<file path="src/rtl/mesi_pkg.sv">
package mesi_pkg;

  typedef enum logic [1:0] {
    LS_I = 2'd0,
    LS_S = 2'd1,
    LS_E = 2'd2,
    LS_M = 2'd3
  } lineState_t;

  typedef enum logic [1:0] {
    BC_READ = 2'd0,
    BC_RFO  = 2'd1,
    BC_INV  = 2'd2,
    BC_WB   = 2'd3
  } busCmd_t;

  typedef enum logic [2:0] {
    C_IDLE,
    C_PUSH,
    C_EVICT,
    C_FILL,
    C_UPG,
    C_RESP
  } ctrlState_t;

  // strobes from the processor-side control into the line store
  typedef struct packed {
    logic       stWr;
    logic       tagWr;
    logic       dataWr;
    logic       dataFromBus;
    lineState_t newState;
  } cpuStrobe_t;

  // strobes from the snoop responder into the line store
  typedef struct packed {
    logic       stWr;
    lineState_t newState;
  } snpStrobe_t;

endpackage

</file>
<file path="src/rtl/mesi_line_store.sv">
module mesi_line_store
  import mesi_pkg::*;
#(
  parameter int LINES  = 8,
  parameter int IDX_W  = 3,
  parameter int TAG_W  = 13,
  parameter int DATA_W = 32
) (
  input  logic              clk,
  input  logic              rst,
  input  logic [IDX_W-1:0]  lkIdx,
  output lineState_t        lkState,
  output logic [TAG_W-1:0]  lkTag,
  output logic [DATA_W-1:0] lkData,
  input  logic [IDX_W-1:0]  snpIdx,
  output lineState_t        snpState,
  output logic [TAG_W-1:0]  snpTag,
  input  cpuStrobe_t        cs,
  input  snpStrobe_t        ss,
  input  logic [TAG_W-1:0]  wrTag,
  input  logic [DATA_W-1:0] cpuData,
  input  logic [DATA_W-1:0] busData
);

  lineState_t        stArr   [LINES];
  logic [TAG_W-1:0]  tagArr  [LINES];
  logic [DATA_W-1:0] dataArr [LINES];

  assign lkState  = stArr[lkIdx];
  assign lkTag    = tagArr[lkIdx];
  assign lkData   = dataArr[lkIdx];
  assign snpState = stArr[snpIdx];
  assign snpTag   = tagArr[snpIdx];

  // state bits: snoop and processor updates may land in the same cycle on
  // different lines; the processor side is ordered last
  always_ff @(posedge clk) begin
    if (rst) begin
      for (int i = 0; i < LINES; i++) stArr[i] <= LS_I;
    end else begin
      if (ss.stWr) stArr[snpIdx] <= ss.newState;
      if (cs.stWr) stArr[lkIdx]  <= cs.newState;
    end
  end

  generate
    for (genvar g = 0; g < LINES; g++) begin : g_line
      always_ff @(posedge clk) begin
        if (rst) begin
          tagArr[g]  <= '0;
          dataArr[g] <= '0;
        end else if (lkIdx == IDX_W'(g)) begin
          if (cs.tagWr)  tagArr[g]  <= wrTag;
          if (cs.dataWr) dataArr[g] <= cs.dataFromBus ? busData : cpuData;
        end
      end
    end
  endgenerate

endmodule

</file>
<file path="src/rtl/mesi_snoop_unit.sv">
module mesi_snoop_unit
  import mesi_pkg::*;
#(
  parameter int ADDR_W = 16,
  parameter int IDX_W  = 3,
  parameter int TAG_W  = 13
) (
  input  logic              clk,
  input  logic              rst,
  input  logic              snpValid,
  input  logic [1:0]        snpCmd,
  input  logic [ADDR_W-1:0] snpAddr,
  output logic [IDX_W-1:0]  snpIdx,
  input  lineState_t        snpState,
  input  logic [TAG_W-1:0]  snpTag,
  output logic              snpRetry,
  output logic              snpShared,
  output snpStrobe_t        ss,
  input  logic              pushDone,
  output logic              pushPend,
  output logic [IDX_W-1:0]  pushIdx,
  output logic              pushKeep
);

  busCmd_t sCmd;
  logic    tagHit;
  logic    lineHit;
  logic    readLike;
  logic    dirtyHit;

  assign sCmd     = busCmd_t'(snpCmd);
  assign snpIdx   = snpAddr[IDX_W-1:0];
  assign tagHit   = (snpTag == snpAddr[ADDR_W-1:IDX_W]);
  assign lineHit  = snpValid && (snpState != LS_I) && tagHit;
  assign readLike = (sCmd == BC_READ) || (sCmd == BC_RFO);
  assign dirtyHit = lineHit && readLike && (snpState == LS_M);

  assign snpRetry  = dirtyHit;
  assign snpShared = lineHit && (sCmd == BC_READ) && (snpState != LS_M);

  always_comb begin
    ss = '0;
    ss.newState = LS_I;
    if (lineHit && !dirtyHit) begin
      unique case (sCmd)
        BC_READ: begin ss.stWr = 1'b1; ss.newState = LS_S; end
        BC_RFO,
        BC_INV:  begin ss.stWr = 1'b1; ss.newState = LS_I; end
        default: ss.stWr = 1'b0;
      endcase
    end
  end

  // one outstanding push-out; further dirty hits are simply retried again
  always_ff @(posedge clk) begin
    if (rst) begin
      pushPend <= 1'b0;
      pushIdx  <= '0;
      pushKeep <= 1'b0;
    end else if (pushDone) begin
      pushPend <= 1'b0;
    end else if (dirtyHit && !pushPend) begin
      pushPend <= 1'b1;
      pushIdx  <= snpIdx;
      pushKeep <= (sCmd == BC_READ);
    end
  end

  // a retried snoop always leaves a push-out pending
  a_r9_retry_pends: assert property (@(posedge clk) disable iff (rst)
    snpRetry |=> pushPend);

endmodule

</file>
<file path="src/rtl/mesi_ctrl.sv">
module mesi_ctrl
  import mesi_pkg::*;
#(
  parameter int ADDR_W = 16,
  parameter int DATA_W = 32,
  parameter int IDX_W  = 3,
  parameter int TAG_W  = 13
) (
  input  logic              clk,
  input  logic              rst,
  input  logic              cpuReq,
  input  logic              cpuWrite,
  input  logic [ADDR_W-1:0] cpuAddr,
  output logic [DATA_W-1:0] cpuRdata,
  output logic              cpuDone,
  output logic              busReq,
  output logic [1:0]        busCmd,
  output logic [ADDR_W-1:0] busAddr,
  output logic [DATA_W-1:0] busWdata,
  input  logic              busAck,
  input  logic              busRetryIn,
  input  logic              busSharedIn,
  input  logic [DATA_W-1:0] busRdata,
  input  logic              snpValid,
  input  logic              pushPend,
  input  logic [IDX_W-1:0]  pushIdx,
  input  logic              pushKeep,
  output logic              pushDone,
  output logic [IDX_W-1:0]  lkIdx,
  input  lineState_t        lkState,
  input  logic [TAG_W-1:0]  lkTag,
  input  logic [DATA_W-1:0] lkData,
  output cpuStrobe_t        cs
);

  ctrlState_t        st, nxt;
  logic [IDX_W-1:0]  cpuIdx;
  logic [TAG_W-1:0]  cpuTag;
  logic              cpuHit;
  logic              doneNext;
  logic [DATA_W-1:0] rdataNext;
  busCmd_t           cmdE;

  assign cpuIdx = cpuAddr[IDX_W-1:0];
  assign cpuTag = cpuAddr[ADDR_W-1:IDX_W];
  assign cpuHit = (lkState != LS_I) && (lkTag == cpuTag);
  assign busCmd = cmdE;

  always_comb begin
    nxt         = st;
    cs          = '0;
    cs.newState = LS_I;
    doneNext    = 1'b0;
    rdataNext   = cpuRdata;
    busReq      = 1'b0;
    cmdE        = BC_READ;
    busAddr     = cpuAddr;
    busWdata    = lkData;
    pushDone    = 1'b0;
    lkIdx       = cpuIdx;
    unique case (st)
      C_IDLE: begin
        // a snoop owns the line store this cycle; start nothing
        if (!snpValid) begin
          if (pushPend) begin
            nxt = C_PUSH;
          end else if (cpuReq) begin
            if (cpuHit) begin
              if (!cpuWrite) begin
                doneNext  = 1'b1;
                rdataNext = lkData;
                nxt       = C_RESP;
              end else if (lkState == LS_S) begin
                nxt = C_UPG;
              end else begin
                cs.stWr     = 1'b1;
                cs.newState = LS_M;
                cs.dataWr   = 1'b1;
                doneNext    = 1'b1;
                nxt         = C_RESP;
              end
            end else if (lkState == LS_M) begin
              nxt = C_EVICT;
            end else begin
              nxt = C_FILL;
            end
          end
        end
      end
      C_PUSH: begin
        lkIdx   = pushIdx;
        busReq  = 1'b1;
        cmdE    = BC_WB;
        busAddr = {lkTag, pushIdx};
        if (busAck) begin
          cs.stWr     = 1'b1;
          cs.newState = pushKeep ? LS_S : LS_I;
          pushDone    = 1'b1;
          nxt         = C_IDLE;
        end else if (busRetryIn) begin
          nxt = C_IDLE;
        end
      end
      C_EVICT: begin
        busReq  = 1'b1;
        cmdE    = BC_WB;
        busAddr = {lkTag, cpuIdx};
        if (busAck) begin
          cs.stWr     = 1'b1;
          cs.newState = LS_I;
          nxt         = C_FILL;
        end else if (busRetryIn) begin
          nxt = C_IDLE;
        end
      end
      C_FILL: begin
        busReq = 1'b1;
        cmdE   = cpuWrite ? BC_RFO : BC_READ;
        if (busAck) begin
          cs.stWr        = 1'b1;
          cs.tagWr       = 1'b1;
          cs.dataWr      = 1'b1;
          cs.dataFromBus = !cpuWrite;
          cs.newState    = cpuWrite ? LS_M : (busSharedIn ? LS_S : LS_E);
          doneNext       = 1'b1;
          if (!cpuWrite) rdataNext = busRdata;
          nxt            = C_RESP;
        end else if (busRetryIn) begin
          nxt = C_IDLE;
        end
      end
      C_UPG: begin
        busReq = 1'b1;
        cmdE   = BC_INV;
        if (busAck) begin
          cs.stWr     = 1'b1;
          cs.newState = LS_M;
          cs.dataWr   = 1'b1;
          doneNext    = 1'b1;
          nxt         = C_RESP;
        end else if (busRetryIn) begin
          nxt = C_IDLE;
        end
      end
      C_RESP:  nxt = C_IDLE;
      default: nxt = C_IDLE;
    endcase
  end

  always_ff @(posedge clk) begin
    if (rst) begin
      st       <= C_IDLE;
      cpuDone  <= 1'b0;
      cpuRdata <= '0;
    end else begin
      st       <= nxt;
      cpuDone  <= doneNext;
      cpuRdata <= rdataNext;
    end
  end

  // a pending request keeps its command and address
  a_r11_req_stable: assert property (@(posedge clk) disable iff (rst)
    busReq && !busAck && !busRetryIn |=> busReq && $stable(busCmd) && $stable(busAddr));

  // completion is a single-cycle pulse
  a_r11_done_pulse: assert property (@(posedge clk) disable iff (rst)
    cpuDone |=> !cpuDone);

  // a refused transaction never completes the access
  a_r10_retry_no_done: assert property (@(posedge clk) disable iff (rst)
    busReq && busRetryIn |=> !cpuDone);

  // a pending push-out is the first request to go out
  a_r9_push_first: assert property (@(posedge clk) disable iff (rst)
    $rose(busReq) && pushPend |-> busCmd == BC_WB);

  // only a Modified line is ever written back
  a_r6_wb_dirty: assert property (@(posedge clk) disable iff (rst)
    busReq && busCmd == BC_WB |-> lkState == LS_M);

  // the address-only invalidate upgrades a Shared line
  a_r4_inv_shared: assert property (@(posedge clk) disable iff (rst)
    busReq && busCmd == BC_INV |-> lkState == LS_S && cpuReq && cpuWrite);

  // ownership reads come only from processor writes
  a_r5_rfo_write: assert property (@(posedge clk) disable iff (rst)
    busReq && busCmd == BC_RFO |-> cpuReq && cpuWrite);

endmodule

</file>
<file path="src/rtl/mesi_cache_ctrl.sv">
module mesi_cache_ctrl
  import mesi_pkg::*;
#(
  parameter int ADDR_W = 16,
  parameter int DATA_W = 32,
  parameter int LINES  = 8
) (
  input  logic              clk,
  input  logic              rst,
  input  logic              cpuReq,
  input  logic              cpuWrite,
  input  logic [ADDR_W-1:0] cpuAddr,
  input  logic [DATA_W-1:0] cpuWdata,
  output logic [DATA_W-1:0] cpuRdata,
  output logic              cpuDone,
  output logic              busReq,
  output logic [1:0]        busCmd,
  output logic [ADDR_W-1:0] busAddr,
  output logic [DATA_W-1:0] busWdata,
  input  logic              busAck,
  input  logic              busRetryIn,
  input  logic              busSharedIn,
  input  logic [DATA_W-1:0] busRdata,
  input  logic              snpValid,
  input  logic [1:0]        snpCmd,
  input  logic [ADDR_W-1:0] snpAddr,
  output logic              snpRetry,
  output logic              snpShared
);

  localparam int IDX_W = $clog2(LINES);
  localparam int TAG_W = ADDR_W - IDX_W;

  logic [IDX_W-1:0]  lkIdx, snpIdx, pushIdx;
  lineState_t        lkState, snpState;
  logic [TAG_W-1:0]  lkTag, snpTag;
  logic [DATA_W-1:0] lkData;
  cpuStrobe_t        cs;
  snpStrobe_t        ss;
  logic              pushPend, pushKeep, pushDone;

  mesi_line_store #(
    .LINES(LINES), .IDX_W(IDX_W), .TAG_W(TAG_W), .DATA_W(DATA_W)
  ) u_store (
    .clk(clk), .rst(rst),
    .lkIdx(lkIdx), .lkState(lkState), .lkTag(lkTag), .lkData(lkData),
    .snpIdx(snpIdx), .snpState(snpState), .snpTag(snpTag),
    .cs(cs), .ss(ss),
    .wrTag(cpuAddr[ADDR_W-1:IDX_W]), .cpuData(cpuWdata), .busData(busRdata)
  );

  mesi_snoop_unit #(
    .ADDR_W(ADDR_W), .IDX_W(IDX_W), .TAG_W(TAG_W)
  ) u_snoop (
    .clk(clk), .rst(rst),
    .snpValid(snpValid), .snpCmd(snpCmd), .snpAddr(snpAddr),
    .snpIdx(snpIdx), .snpState(snpState), .snpTag(snpTag),
    .snpRetry(snpRetry), .snpShared(snpShared), .ss(ss),
    .pushDone(pushDone), .pushPend(pushPend), .pushIdx(pushIdx), .pushKeep(pushKeep)
  );

  mesi_ctrl #(
    .ADDR_W(ADDR_W), .DATA_W(DATA_W), .IDX_W(IDX_W), .TAG_W(TAG_W)
  ) u_ctrl (
    .clk(clk), .rst(rst),
    .cpuReq(cpuReq), .cpuWrite(cpuWrite), .cpuAddr(cpuAddr),
    .cpuRdata(cpuRdata), .cpuDone(cpuDone),
    .busReq(busReq), .busCmd(busCmd), .busAddr(busAddr), .busWdata(busWdata),
    .busAck(busAck), .busRetryIn(busRetryIn), .busSharedIn(busSharedIn), .busRdata(busRdata),
    .snpValid(snpValid),
    .pushPend(pushPend), .pushIdx(pushIdx), .pushKeep(pushKeep), .pushDone(pushDone),
    .lkIdx(lkIdx), .lkState(lkState), .lkTag(lkTag), .lkData(lkData),
    .cs(cs)
  );

endmodule

</file>
<file path="config.mk">
export PLATFORM = sky130hd
export DESIGN_NAME = mesi_cache_ctrl
export DESIGN_NICKNAME = d
export VERILOG_FILES = /design/src/rtl/mesi_pkg.sv /design/src/rtl/mesi_line_store.sv /design/src/rtl/mesi_snoop_unit.sv /design/src/rtl/mesi_ctrl.sv /design/src/rtl/mesi_cache_ctrl.sv
export SDC_FILE = /design/constraint.sdc
export NUM_CORES = 1
export LEC_CHECK = 0
export BUFFER_PORTS_ARGS = -buffer_cell sky130_fd_sc_hd__buf_2
export CORE_MARGIN = 3
export CORE_UTILIZATION = 30
export DETAILED_ROUTE_END_ITERATION = 6
export PLACE_DENSITY_LB_ADDON = 0.05
export SYNTH_ARGS = -nofsm -noshare
export SYNTH_HDL_FRONTEND = slang
export SYNTH_SLANG_ARGS = --single-unit
</file>
<file path="constraint.sdc">
create_clock -name clk -period 5.5 [get_ports clk]
set_input_delay 1.1 -clock clk [delete_from_list [all_inputs] [get_ports clk]]
set_output_delay 1.1 -clock clk [all_outputs]
set_load 0.05 [all_outputs]
</file>
==> impl_metrics.json <==
{
  "post-route-period-util_pct": 97.1,
  "grt_setup_unrepaired": "no",
  "worst_pin_slew_ps": 1370,
  "maxCapViolations": 0,
  "peakVddDrop_mv": 0.223,
  "tritoncts": "built",
  "grt_first_pass_wirelength_um": 123000,
  "fin_area_sq_um": 25100,
  "cp_cell_sequence": "buf_2 > nor2b_1 > a22oi_1 > o22ai_1 > xor2_1 > a2111oi_0 > nand4_1 > nor2_1 > buf_2",
  "start_kind": "input port",
  "ys_ff_latch": 417,
  "gr-total-overflow": 0,
  "place_area_sq_um": 23500,
  "cts_made_buffers": 51,
  "die_height_um": 273,
  "via_per_inst": 5.69,
  "yosysWarnings": 0,
  "drt_iter0_drc": 1694,
  "yosys.area.top_type": "edfxtp_1",
  "synth_edf_count": 376,
  "initial_core_util_pct": 30.4,
  "power_per_cell_area_nw_per_um2": 378,
  "crit_path_top_delay_cell": "nor2b_1",
  "synth-seq-area-share_pct": 56.8,
  "core_sq_um": 70100,
  "crit_path_end_kind": "output pin",
  "synthArstFlopShare_pct": 0,
  "yosys-top-cells-area": "edfxtp_1, nor3_1, mux2i_1, dfxtp_1, and2_1",
  "die-area_sq_um": 74300,
  "fillers": 7100,
  "cp_data_arrival_time_ps": 4240,
  "fp-row-count": 97,
  "outcome": "complete, no violations",
  "avgRoutedWirePerCell_um": 29.1,
  "fp.dieW_um": 273,
  "yosys.area.top_type_share_pct": 53.0,
  "synth_ff_type": "edfxtp_1",
  "final_core_util_pct": 35.7,
  "antenna_found_initial": 8,
  "syn_nets": 1949,
  "nets": 2081,
  "track_usage_pct": 22.7,
  "wl_um": 86100,
  "worst_hold_path_type": "reg -> reg",
  "clock_skew_ps": 22.5,
  "pin_count": 192,
  "drive_gt1_share_pct": 20.9,
  "slew_headroom_pct": 8.85,
  "setup_viol": 0,
  "io_buffers": 191,
  "grt_max_degree": 264,
  "synthCells": 1843,
  "hold_viol": 0,
  "cts_sinks": 417,
  "crit_type": "in -> out",
  "synth.avg_cell_area_sq_um": 11.6,
  "drc": 0,
  "max_freq_ghz": 0.187,
  "period_needed_ps": 5340,
  "crit_top_cell": "buf_2",
  "clk_pin_slew_ps": 60,
  "ant_nets": 0,
  "cp_slowest_stage_delay_ps": 700,
  "critPathRequiredTime_ps": 4400,
  "htreeDepth": 2,
  "slew_viol_final": 0,
  "p_total_mw": 9.48,
  "tns_ps": 0,
  "cp_num_buf_inv": 2,
  "cts_buffer_depth": 3,
  "dp_hpwl_um": 52900,
  "worstPathMaxFanout": 22,
  "syn_to_final_growth_pct": 17.5,
  "vias": 16800,
  "grt_pass1_vias": 16700,
  "ctsRootBufferMaster": "clkbuf_16",
  "synthDistinctLibCells": 73,
  "crit_family": "simple AND/OR/NAND/NOR gates",
  "dr.pass1.iters": 6,
  "syn_area_sq_um": 21300,
  "place_congestion": 0.856,
  "leakage_nw": 8.55,
  "worstSkewPairLatency_ps": 600,
  "whs_ps": 525
}
-- cell families after synthesis --
logic type,count (synthesis),share of synthesized area [%]
AOI/OAI and AO/OA,388,13.5
buffers and inverters,210,4.23
DFF,417,56.8
muxes,136,7.53
and+or+nand+nor,665,16.8
xor gates and xnor gates,27,1.11
-- report_power, final --
group	internal [mW]	leakage, nW	switching [mW]
combinational	0.695	3.71	1.87
clock	1.89	0.756	1.36
sequential	3.61	4.08	0.0584
total	6.19	8.55	3.29
-- metal layers --
layer,global-route usage [%],up-vias,wire length [um]
met2,35.0,741,38400
met1,32.5,8536,39400
met5,0,-,0
met4,5.83,0,2060
li1,-,7435,-
met3,4.75,121,6210
-- sequential cells by signal, summed over array words and instances (netlist names) --
signal            cells
u_snoop.pushIdx       3
u_ctrl.cpuRdata      32
u_store.tagArr      104
u_ctrl.cpuDone        1
u_ctrl.st             3
u_store.dataArr     256
u_snoop.pushPend      1
u_store.stArr        16
u_snoop.pushKeep      1
-- synth_stat cells, types with 3 or more instances --
| cell type | count |
|---|---|
| a21boi_0 | 5 |
| a211oi_1 | 67 |
| edfxtp_1 | 376 |
| buf_2 | 41 |
| mux2i_1 | 91 |
| nor2_1 | 37 |
| inv_2 | 3 |
| xnor2_1 | 16 |
| and3_1 | 34 |
| nor2b_1 | 33 |
| or4_1 | 3 |
| a22oi_1 | 6 |
| nand2_1 | 76 |
| clkbuf_1 | 129 |
| nand2b_1 | 6 |
| or2_2 | 3 |
| nand4_1 | 4 |
| o221ai_1 | 25 |
| o21ai_0 | 50 |
| o21a_1 | 10 |
| a221o_1 | 10 |
| mux2_2 | 27 |
| or3_1 | 11 |
| dfxtp_1 | 41 |
| a221oi_1 | 88 |
| mux4_2 | 13 |
| buf_6 | 5 |
| buf_1 | 21 |
| o22ai_1 | 27 |
| o211ai_1 | 11 |
| inv_1 | 6 |
| o21bai_1 | 7 |
| nand3_1 | 3 |
| a22o_1 | 12 |
| xor2_1 | 11 |
| a21oi_1 | 46 |
| and2_1 | 128 |
| nor4_2 | 4 |
| nor3_1 | 306 |
| mux2i_4 | 3 |
| nor4_1 | 5 |
-- layout by cell type (no fill, tap or decap), types with 12 or more instances in the layout --
cell	count
a211oi_1	67
a21oi_1	45
a221oi_1	88
a22o_1	12
and2_1	127
and3_1	34
buf_12	15
buf_2	190
buf_4	72
clkbuf_1	20
clkbuf_16	52
dfxtp_1	41
edfxtp_1	376
mux2_2	27
mux2i_1	90
mux4_2	13
nand2_1	76
nor2_1	36
nor2b_1	33
nor3_1	306
o21ai_0	50
o221ai_1	25
o22ai_1	27
xnor2_1	16
-- worst min-delay path: cells and delay by family (launching register included) --
family | cells | cell delay [ps]
flip-flops | 1 | 340
multiplexers | 1 | 70
AND/OR/NAND/NOR | 1 | 80
-- path summary, 6_finish.rpt --
kind / cells after the start / from / endpoint / slack, ps
setup reg to reg: 12 / u_ctrl.st[0] / u_store.dataArr[2][6] / 370
hold / removal: 2 / u_snoop.pushKeep / u_snoop.pushKeep / 520
setup / recovery: 9 / snpAddr[1] / snpRetry / 160
hold reg to reg: 2 / u_snoop.pushKeep / u_snoop.pushKeep / 520
-- stage by stage --
| step | worst slack (ps) | instances |
|---|---|---|
| after CTS | 53.0 | 2953 |
| after detailed placement | 178 | 2862 |
| after floorplan | 667 | 1843 |
| after global placement | 320 | 2862 |
| final | 158 | 2956 |
| after global routing | 16.1 | 2955 |
-- timing repair --
action,CTS,global route
setup buffers,0,0
resized for setup,1,2
setup endpoints to repair,9,5
hold buffers,0,0
-- cell type report --
class | count | area, sq um | area share, %
sequential | 417 | 12100 | 48.3
multi-input combinational | 1216 | 8340 | 33.3
timing repair buffer | 278 | 1810 | 7.21
clock buffer | 73 | 1390 | 5.55
tap | 940 | 1180 | 4.69
clock inverter | 18 | 174 | 0.694
inverter | 11 | 41.3 | 0.165
antenna | 3 | 7.51 | 0.0300
Power figures use the tool's default switching activity.
